[config.mk]
export PLATFORM = sky130hd
export DESIGN_NAME = dskdma_engine
export DESIGN_NICKNAME = d
export VERILOG_FILES = /design/src/rtl/dskdma_pkg.sv /design/src/rtl/dskdma_xlate.sv /design/src/rtl/dskdma_srcgen.sv /design/src/rtl/dskdma_mover.sv /design/src/rtl/dskdma_regs.sv /design/src/rtl/dskdma_engine.sv
export SDC_FILE = /design/constraint.sdc
export NUM_CORES = 1
export LEC_CHECK = 0
export ABC_AREA = 1
export ABC_CLOCK_PERIOD_IN_PS = 2090
export BUFFER_PORTS_ARGS = -buffer_cell sky130_fd_sc_hd__buf_2
export CAP_MARGIN = 20
export CORE_MARGIN = 10
export CORE_UTILIZATION = 30
export CTS_CLUSTER_SIZE = 28
export DETAILED_ROUTE_END_ITERATION = 8
export SLEW_MARGIN = 20
export SYNTH_ARGS = -nofsm -noshare
export SYNTH_HDL_FRONTEND = slang
export SYNTH_HIERARCHICAL = 1
export SYNTH_SLANG_ARGS = --single-unit
[constraint.sdc]
create_clock -name clk -period 2.09 [get_ports clk]
set_clock_uncertainty 0.05 [all_clocks]
set_input_delay 0.418 -clock clk [delete_from_list [all_inputs] [get_ports clk]]
set_output_delay 0.418 -clock clk [all_outputs]
set_load 0.05 [all_outputs]
[src/rtl/dskdma_pkg.sv]
package dskdma_pkg;

    localparam int unsigned REG_AW = 3;

    localparam logic [REG_AW-1:0] RA_CMD  = 3'd0;
    localparam logic [REG_AW-1:0] RA_LBN  = 3'd1;
    localparam logic [REG_AW-1:0] RA_DEST = 3'd2;
    localparam logic [REG_AW-1:0] RA_STAT = 3'd3;
    localparam logic [REG_AW-1:0] RA_GEO  = 3'd4;

    localparam logic [3:0] CMD_READ = 4'h1;

    typedef enum logic [0:0] {
        MV_IDLE = 1'b0,
        MV_XFER = 1'b1
    } mv_state_e;

    typedef struct packed {
        logic [7:0]  surface;
        logic [15:0] track;
        logic [7:0]  sector;
    } geo_t;

endpackage

[src/rtl/dskdma_xlate.sv]
module dskdma_xlate
    import dskdma_pkg::*;
#(
    parameter int unsigned SPT      = 8,
    parameter int unsigned SURFACES = 2
) (
    input  logic [31:0] lbn,
    output geo_t        geo
);
    localparam int unsigned PER_CYL = SPT * SURFACES;

    logic [31:0] sec_w;
    logic [31:0] row_w;
    logic [31:0] surf_w;
    logic [31:0] trk_w;

    always_comb begin
        sec_w  = lbn % 32'(SPT);
        row_w  = lbn / 32'(SPT);
        surf_w = row_w % 32'(SURFACES);
        trk_w  = lbn / 32'(PER_CYL);
        geo.sector  = sec_w[7:0];
        geo.surface = surf_w[7:0];
        geo.track   = trk_w[15:0];
    end

endmodule

[src/rtl/dskdma_srcgen.sv]
module dskdma_srcgen (
    input  logic [7:0]  surface,
    input  logic [7:0]  track_lo,
    input  logic [7:0]  sector,
    input  logic [7:0]  beat,
    output logic [31:0] word
);
    always_comb begin
        word = {surface, track_lo, sector, beat};
    end

endmodule

[src/rtl/dskdma_mover.sv]
module dskdma_mover
    import dskdma_pkg::*;
#(
    parameter int unsigned BEATS    = 128,
    parameter int unsigned CAPACITY = 256
) (
    input  logic        clk,
    input  logic        rst_n,
    input  logic        start,
    input  logic [31:0] lbn,
    input  logic [31:0] dest,
    input  geo_t        geo_in,
    input  logic        dma_ready,
    output logic        dma_valid,
    output logic [31:0] dma_addr,
    output logic [31:0] dma_data,
    output logic        busy,
    output logic        done_evt,
    output logic        err_evt,
    output geo_t        geo_q
);
    localparam int unsigned BW = (BEATS > 1) ? $clog2(BEATS) : 1;
    localparam logic [BW-1:0] LAST_BEAT = BW'(BEATS - 1);

    typedef struct packed {
        mv_state_e    state;
        logic [BW-1:0] beat;
        logic [31:0]  addr;
        geo_t         geo;
    } mv_regs_t;

    mv_regs_t r_q, r_d;

    always_comb begin
        r_d      = r_q;
        done_evt = 1'b0;
        err_evt  = 1'b0;
        unique case (r_q.state)
            MV_IDLE: begin
                if (start) begin
                    if (lbn >= 32'(CAPACITY)) begin
                        err_evt = 1'b1;
                    end else begin
                        r_d.state = MV_XFER;
                        r_d.beat  = '0;
                        r_d.addr  = dest;
                        r_d.geo   = geo_in;
                    end
                end
            end
            MV_XFER: begin
                if (dma_ready) begin
                    if (r_q.beat == LAST_BEAT) begin
                        r_d.state = MV_IDLE;
                        done_evt  = 1'b1;
                    end else begin
                        r_d.beat = r_q.beat + 1'b1;
                        r_d.addr = r_q.addr + 32'd4;
                    end
                end
            end
            default: r_d.state = MV_IDLE;
        endcase
    end

    always_ff @(posedge clk or negedge rst_n) begin
        if (!rst_n) begin
            r_q <= '{state: MV_IDLE, beat: '0, addr: '0, geo: '0};
        end else begin
            r_q <= r_d;
        end
    end

    dskdma_srcgen u_src (
        .surface  (r_q.geo.surface),
        .track_lo (r_q.geo.track[7:0]),
        .sector   (r_q.geo.sector),
        .beat     (8'(r_q.beat)),
        .word     (dma_data)
    );

    assign dma_valid = (r_q.state == MV_XFER);
    assign dma_addr  = r_q.addr;
    assign busy      = (r_q.state == MV_XFER);
    assign geo_q     = r_q.geo;

    assert_hold_under_stall_R5: assert property (@(posedge clk) disable iff (!rst_n)
        dma_valid && !dma_ready |=> dma_valid && $stable(dma_addr) && $stable(dma_data));

    assert_addr_step_R4: assert property (@(posedge clk) disable iff (!rst_n)
        dma_valid && dma_ready && !done_evt |=> dma_valid && (dma_addr == $past(dma_addr) + 32'd4));

    assert_no_beat_on_error_R7: assert property (@(posedge clk) disable iff (!rst_n)
        err_evt |=> !dma_valid);

endmodule

[src/rtl/dskdma_regs.sv]
module dskdma_regs
    import dskdma_pkg::*;
(
    input  logic              clk,
    input  logic              rst_n,
    input  logic              reg_we,
    input  logic [REG_AW-1:0] reg_addr,
    input  logic [31:0]       reg_wdata,
    output logic [31:0]       reg_rdata,
    input  logic              busy,
    input  logic              done_evt,
    input  logic              err_evt,
    input  geo_t              geo_q,
    output logic              start,
    output logic [31:0]       lbn,
    output logic [31:0]       dest,
    output logic              irq
);
    typedef struct packed {
        logic [31:0] lbn;
        logic [31:0] dest;
        logic        done;
        logic        err;
    } rg_regs_t;

    rg_regs_t r_q, r_d;
    logic     clr_wr;

    always_comb begin
        start  = reg_we && !busy && (reg_addr == RA_CMD) && (reg_wdata[3:0] == CMD_READ);
        clr_wr = reg_we && (reg_addr == RA_STAT) && reg_wdata[0];
        r_d    = r_q;
        if (reg_we && !busy) begin
            if (reg_addr == RA_LBN)  r_d.lbn  = reg_wdata;
            if (reg_addr == RA_DEST) r_d.dest = reg_wdata;
        end
        if (start || clr_wr) begin
            r_d.done = 1'b0;
            r_d.err  = 1'b0;
        end
        if (done_evt) r_d.done = 1'b1;
        if (err_evt)  r_d.err  = 1'b1;
    end

    always_ff @(posedge clk or negedge rst_n) begin
        if (!rst_n) begin
            r_q <= '0;
        end else begin
            r_q <= r_d;
        end
    end

    always_comb begin
        unique case (reg_addr)
            RA_LBN:  reg_rdata = r_q.lbn;
            RA_DEST: reg_rdata = r_q.dest;
            RA_STAT: reg_rdata = {29'd0, r_q.err, r_q.done, busy};
            RA_GEO:  reg_rdata = geo_q;
            default: reg_rdata = 32'd0;
        endcase
    end

    assign lbn  = r_q.lbn;
    assign dest = r_q.dest;
    assign irq  = r_q.done | r_q.err;

    assert_irq_sticky_R8: assert property (@(posedge clk) disable iff (!rst_n)
        irq && !clr_wr && !start |=> irq);

    assert_quiet_while_busy_R10: assert property (@(posedge clk) disable iff (!rst_n)
        busy |-> !irq);

    assert_lbn_frozen_R9: assert property (@(posedge clk) disable iff (!rst_n)
        busy |=> $stable(lbn) && $stable(dest));

endmodule

[src/rtl/dskdma_engine.sv]
module dskdma_engine
    import dskdma_pkg::*;
#(
    parameter int unsigned SECT_BYTES       = 512,
    parameter int unsigned SURF_PER_PLATTER = 2,
    parameter int unsigned PLATTERS         = 1,
    parameter int unsigned SPT              = 8,
    parameter int unsigned TRACKS           = 16
) (
    input  logic        clk,
    input  logic        rst_n,
    input  logic        reg_we,
    input  logic [2:0]  reg_addr,
    input  logic [31:0] reg_wdata,
    output logic [31:0] reg_rdata,
    output logic        dma_valid,
    output logic [31:0] dma_addr,
    output logic [31:0] dma_data,
    input  logic        dma_ready,
    output logic        irq
);
    localparam int unsigned SURFACES = SURF_PER_PLATTER * PLATTERS;
    localparam int unsigned CAPACITY = SPT * SURFACES * TRACKS;
    localparam int unsigned BEATS    = SECT_BYTES / 4;

    logic        start;
    logic        busy;
    logic        done_evt;
    logic        err_evt;
    logic [31:0] lbn;
    logic [31:0] dest;
    geo_t        geo_calc;
    geo_t        geo_q;

    dskdma_regs u_regs (
        .clk       (clk),
        .rst_n     (rst_n),
        .reg_we    (reg_we),
        .reg_addr  (reg_addr),
        .reg_wdata (reg_wdata),
        .reg_rdata (reg_rdata),
        .busy      (busy),
        .done_evt  (done_evt),
        .err_evt   (err_evt),
        .geo_q     (geo_q),
        .start     (start),
        .lbn       (lbn),
        .dest      (dest),
        .irq       (irq)
    );

    dskdma_xlate #(
        .SPT      (SPT),
        .SURFACES (SURFACES)
    ) u_xlate (
        .lbn (lbn),
        .geo (geo_calc)
    );

    dskdma_mover #(
        .BEATS    (BEATS),
        .CAPACITY (CAPACITY)
    ) u_mover (
        .clk       (clk),
        .rst_n     (rst_n),
        .start     (start),
        .lbn       (lbn),
        .dest      (dest),
        .geo_in    (geo_calc),
        .dma_ready (dma_ready),
        .dma_valid (dma_valid),
        .dma_addr  (dma_addr),
        .dma_data  (dma_data),
        .busy      (busy),
        .done_evt  (done_evt),
        .err_evt   (err_evt),
        .geo_q     (geo_q)
    );

    assert_irq_at_finish_R6: assert property (@(posedge clk) disable iff (!rst_n)
        $fell(dma_valid) |-> irq);

endmodule

; Word-level counts from Yosys, hierarchy flattened
; Index checks and enable logic that the tools add are counted.
[word_totals]
out_inout_bits = 98
ff_bits = 126
input_bits = 39
[op_classes]
n_reduce_logical = 14
n_mux = 16
addsub = 2
eq_ne = 10
n_bitwise = 3
magnitude_cmp = 1
[op_table]
columns = operator, count
row1 = 2-to-1 mux 72 bit, 2
row2 = one-hot mux 32 bit (4 select lines), 1
row3 = one-hot mux 40 bit (2 select lines), 1
row4 = 2-to-1 mux 40 bit, 1
row5 = 2-to-1 mux 39 bit, 1
row6 = adder 32 x 3 -> 32 bit (second input constant), 1
row7 = greater-or-equal comparator 32 x 9 -> 1 bit (second input constant), 1
row8 = 2-to-1 mux 1 bit, 9
row9 = inequality test 2 bit (second input constant), 4
row10 = adder 7 x 1 -> 7 bit (second input constant), 1
row11 = == test 7 bit (second input constant), 1
row12 = == test 3 x 2 -> 1 bit (second input constant), 2
row13 = logical AND 1 bit, 5
row14 = == test 4 x 1 -> 1 bit (second input constant), 1
row15 = AND reduction 2 bit, 2
row16 = AND reduction 4 bit, 1
row17 = nonzero test 2 bit, 2
row18 = == test 3 x 1 -> 1 bit (second input constant), 1
row19 = == test 3 bit (second input constant), 1
row20 = zero test 3 bit, 1
row21 = AND reduction 3 bit, 1
row22 = 2-to-1 mux 2 bit, 1
row23 = inverter 1 bit, 2
row24 = zero test 1 bit, 1
row25 = 2 further kinds, 2

; Depth between registers and ports, before layout
[depth]
depth_word = 7
mapped_depth = 14

; Hierarchy
; Netlist, hierarchy kept.
[modules_own_cells]
columns = mod, n_inst, cells_per_inst, area_per_inst_um2
row1 = dskdma_mover, 1, 706, 4735.8
row2 = dskdma_regs, 1, 473, 3789.9
row3 = dskdma_xlate, 1, 33, 244.0
row4 = dskdma_srcgen, 1, 32, 240.2

; Worst setup path before layout
; Ideal clock, no wire load.
[synth_timing]
kind = input-to-reg
startpoint = input reg_addr[1]
endpoint = register u_mover.r_q, in the netlist u_mover/dma_addr[12]
n_path_buf = 2
path_slack_ns = 0.036
required_ns = 1.922
cell_stages = 14
t_arrival_ns = 1.886
setup_time_ns = 0.118
cell_sequence = buf_6 > nor2_1 > nand3_1 > nor3_1 > inv_2 > nor2_2 > inv_2 > nand2_4 > nand2_4 > inv_4 > buf_6 > nand2_2 > nor2_1 > nor2_2
[synth_between]
elab_chain_len = 5
[synth_rtl]
columns = item, line_no
row1 = "start, declared", dskdma_engine.sv:13  ; input logic [2:0] reg_addr,
row2 = zero test 3 bit, dskdma_regs.sv:30  ; start = reg_we && !busy && (reg_addr == RA_CMD) && (reg_wdata[3:0] == CMD_READ);
row3 = logical AND 1 bit (2 in a row), dskdma_regs.sv:30
row4 = named net start, dskdma_engine.sv:26  ; logic start;
row5 = inequality test 2 bit (no source line), --
row6 = AND reduction 4 bit (no source line), --
row7 = "end signal, assigned", dskdma_mover.sv:68  ; r_q <= '{state: MV_IDLE, beat: '0, addr: '0, geo: '0};
row8 = "end signal, assigned", dskdma_mover.sv:70  ; r_q <= r_d;
row9 = "end, declared", dskdma_mover.sv:32  ; mv_regs_t r_q, r_d;
; The timed path passes the listed nets, and every way through them passes these cells.
; A chain may end at the register's enable or synchronous reset.

; Worst setup path after layout
[layout_timing]
startpoint = input reg_addr[1]
endpoint = output reg_rdata[14]
[layout_between]
elab_chain_len = 2
elab_cells_between_ends = 5
[layout_rtl]
columns = item, line_no
row1 = "== test 3 bit, or another cell as far along", dskdma_regs.sv:54  ; unique case (reg_addr)
row2 = one-hot mux 32 bit (4 select lines) *, dskdma_regs.sv:54
row3 = "end, declared", dskdma_engine.sv:15  ; output logic [31:0] reg_rdata,
; Mark *: on every way between the ends. The rest lies on a longest branch, timed or not.

==> impl_metrics.json <==
{
  "status": "completed",
  "netlist-cell-type-count": 35,
  "clockBufferDepth": 2,
  "wire_per_inst_microns": 16.3,
  "viasPerCell": 4.47,
  "period_share_pct": 97.6,
  "grt_overflow_total": 0,
  "ys_ff_latch": 138,
  "p_int_mw": 4.92,
  "grt_antenna_before_repair": 0,
  "diodes": 0,
  "ant_nets": 0,
  "grt_pass1_wl_microns": 41200,
  "ioPinCount": 137,
  "cts_tree": "done",
  "reg2reg_depth": 12,
  "dr.pass1.iters": 5,
  "worstPathRequired_ps": 1620,
  "cts-root-buf": "clkbuf_16",
  "vdd_drop_max_mv": 0.428,
  "r2r_setup_slack_ps": 160,
  "first_iter_violations": 586,
  "p_per_area_mw_per_mm2": 737,
  "synth_edf_count": 0,
  "grt_usage_pct": 13.8,
  "ys_async_sr_fraction_pct": 100,
  "start_util_pct": 30.4,
  "area_delta_synth_final_pct": 7.78,
  "synth-seq-area-share_pct": 38.3,
  "worstPathArrival_ps": 1570,
  "synthesis.area_sq_mm": 0.00901,
  "pwr-share-seq_pct": 44.3,
  "avgSynthCellArea_sq_um": 7.24,
  "grt_pass1_vias": 7078,
  "worst_hold_path_type": "primary input to register",
  "vias": 7319,
  "clock_latency_ps": 430,
  "endpoint_kind": "output pin",
  "final_util_pct": 32.8,
  "worst_slew_pin_slew_ps": 509,
  "clkTransAtPathRegs_ps": 70,
  "cts_htree_levels": 4,
  "slew_headroom_pct": 65.7,
  "maxCapViolations": 0,
  "p_sw_share_pct": 31.2,
  "syn_inst": 1244,
  "drt-total-wl_microns": 26700,
  "critical_path_class": "primary input to output pin",
  "hold_violations": 0,
  "min_period_ps": 2040,
  "die_width_microns": 193,
  "final-instance-count-excl-fill": 1638,
  "r2r_end": "u_mover/geo_q[20]",
  "dp_hpwl_microns": 20100,
  "holdWs_ps": 197,
  "r2r-start": "u_mover/busy",
  "combPwrFrac_pct": 13.7,
  "critPathLaunchType": "primary input",
  "synth_flop_cell": "dfrtp_1",
  "dp_cells": 1602,
  "clock.fmax_ghz": 0.490,
  "grt_max_degree": 59,
  "setup_viol": 0,
  "yosysWarningCount": 6,
  "endpoint": "reg_rdata[14]",
  "cts_buffers": 17,
  "drive_above_1_share_pct": 23.6,
  "remaining_drc_errors": 0,
  "cts_num_sinks": 138,
  "gp_congestion": 0.913,
  "drv_slew": 0,
  "crit_path_max_fanout": 32,
  "final_nets": 1276,
  "die-area_sq_mm": 0.0374,
  "clock_power_share_pct": 42.1,
  "leakage_nw": 4.99,
  "fp-row-count": 63,
  "p_sw_mw": 2.23,
  "fp.coreArea_sq_mm": 0.0296,
  "hp-start": "reg_wdata[30]",
  "worstSetupStartpoint": "reg_addr[1]",
  "port_buffers": 135,
  "die_h_microns": 193
}
[metrics by stage]
stage               setup slack, ps  area (sq um)  total power [mW]  setup TNS, ps
finish                         50.3          9710              7.16              0
global route                  -24.2          9710              7.48           -124
CTS                            52.4          9680              7.23              0
detailed placement             -135          9090              4.20          -3250
global placement              -55.7          9090              4.18          -1060
floorplan                      36.1          9050              4.23              0
[worst max-delay path, cell delays in order]
cell	delay [ps]
buf_2	150
nor3_4	210
buf_12	230
nand2_1	150
nand3_1	230
buf_12	180
[registers in the layout, indices dropped and copies added, names as in the netlist]
| register | cells |
|---|---|
| u_mover/geo_q | 32 |
| u_regs/r_q | 2 |
| u_regs/dest | 32 |
| u_mover/dma_addr | 32 |
| u_regs/lbn | 32 |
| u_mover/busy | 1 |
| u_mover/r_q | 7 |
[logic make-up after synthesis]
logic type | after synthesis | synth area share [%]
buf+inv | 319 | 22.7
simple gates | 664 | 30.4
flops | 138 | 38.3
fa+ha+maj | 2 | 0.278
other cells | 2 | 0.0834
compound gates | 117 | 7.97
xor+xnor | 2 | 0.194
[cells in the final DEF (no fill, tap or decap), types with 2 or more instances in the layout]
master      count
a21oi_1        29
buf_12         13
buf_2         132
buf_4          46
buf_6           2
clkbuf_16      17
clkinv_2        2
clkinvlp_4      4
conb_1         13
dfrtp_1       138
ha_1            2
inv_1          75
inv_2           9
inv_6           4
inv_8           4
nand2_1       442
nand2_2         6
nand2_4         3
nand3_1        67
nand3_2         2
nand4_1        18
nor2_1        107
nor2_2          8
nor2_4          3
nor3_1          2
nor3_4          2
o21ai_0        13
o21ai_1        38
o21ai_2        32
o21bai_1        2
or2_2           2
[power by group through the flow]
stage | combinational (mW) | clock, mW | sequential (mW)
6_report | 0.978 | 3.01 | 3.17
3_5_place_dp | 0.988 | 0 | 3.21
2_1_floorplan | 1.11 | 0 | 3.12
5_1_grt | 1.09 | 3.19 | 3.20
4_1_cts | 0.993 | 3.07 | 3.16
3_3_place_gp | 0.976 | 0 | 3.20
[layout make-up]
type | instances | area, sq um
clock buffers | 17 | 425
clock inverters | 15 | 154
fillers | 3254 | 19900
inverters | 86 | 327
multi-input cells | 798 | 3560
flip-flops and latches | 138 | 3450
well taps | 390 | 488
repair buffers | 194 | 1300
[routing by layer]
layer	global-route usage [%]	up-vias	wire (microns)
li1	-	3674	-
met2	21.1	217	12000
met5	0	-	0
met3	3.35	23	1580
met4	3.38	0	338
met1	19.1	3405	12800
[Yosys cell counts (5+ instances only)]
library cell / count / area, sq um
a21oi_1: 29 / 145
buf_2: 18 / 90.1
buf_4: 197 / 1480
buf_6: 11 / 124
clkbuf_1: 5 / 18.8
dfrtp_1: 138 / 3450
inv_1: 75 / 282
inv_2: 9 / 33.8
nand2_1: 442 / 1660
nand2_2: 6 / 37.5
nand3_1: 67 / 335
nand4_1: 18 / 113
nor2_1: 108 / 405
nor2_2: 8 / 50.1
o21ai_0: 13 / 65.1
o21ai_1: 38 / 190
o21ai_2: 32 / 280
[how the worst min path moves through the flow]
stage                          end  slack (ps)  depth (start not counted)
2_1_floorplan         u_mover/busy          70                          0
3_3_place_gp   u_mover/dma_addr[5]         350                          1
3_5_place_dp   u_mover/dma_addr[5]         360                          1
4_1_cts             u_regs/lbn[27]         190                          3
5_1_grt             u_regs/lbn[27]         190                          3
6_report            u_regs/lbn[30]         200                          3
[timing repair]
action | in CTS | in global routing
resized for setup | 0 | 2
hold endpoints to repair | 47 | 0
buffers inserted | 0 | 2
endpoints found under the setup margin | 0 | 29
hold buffers | 1 | 0
Power figures use the tool's default switching activity.
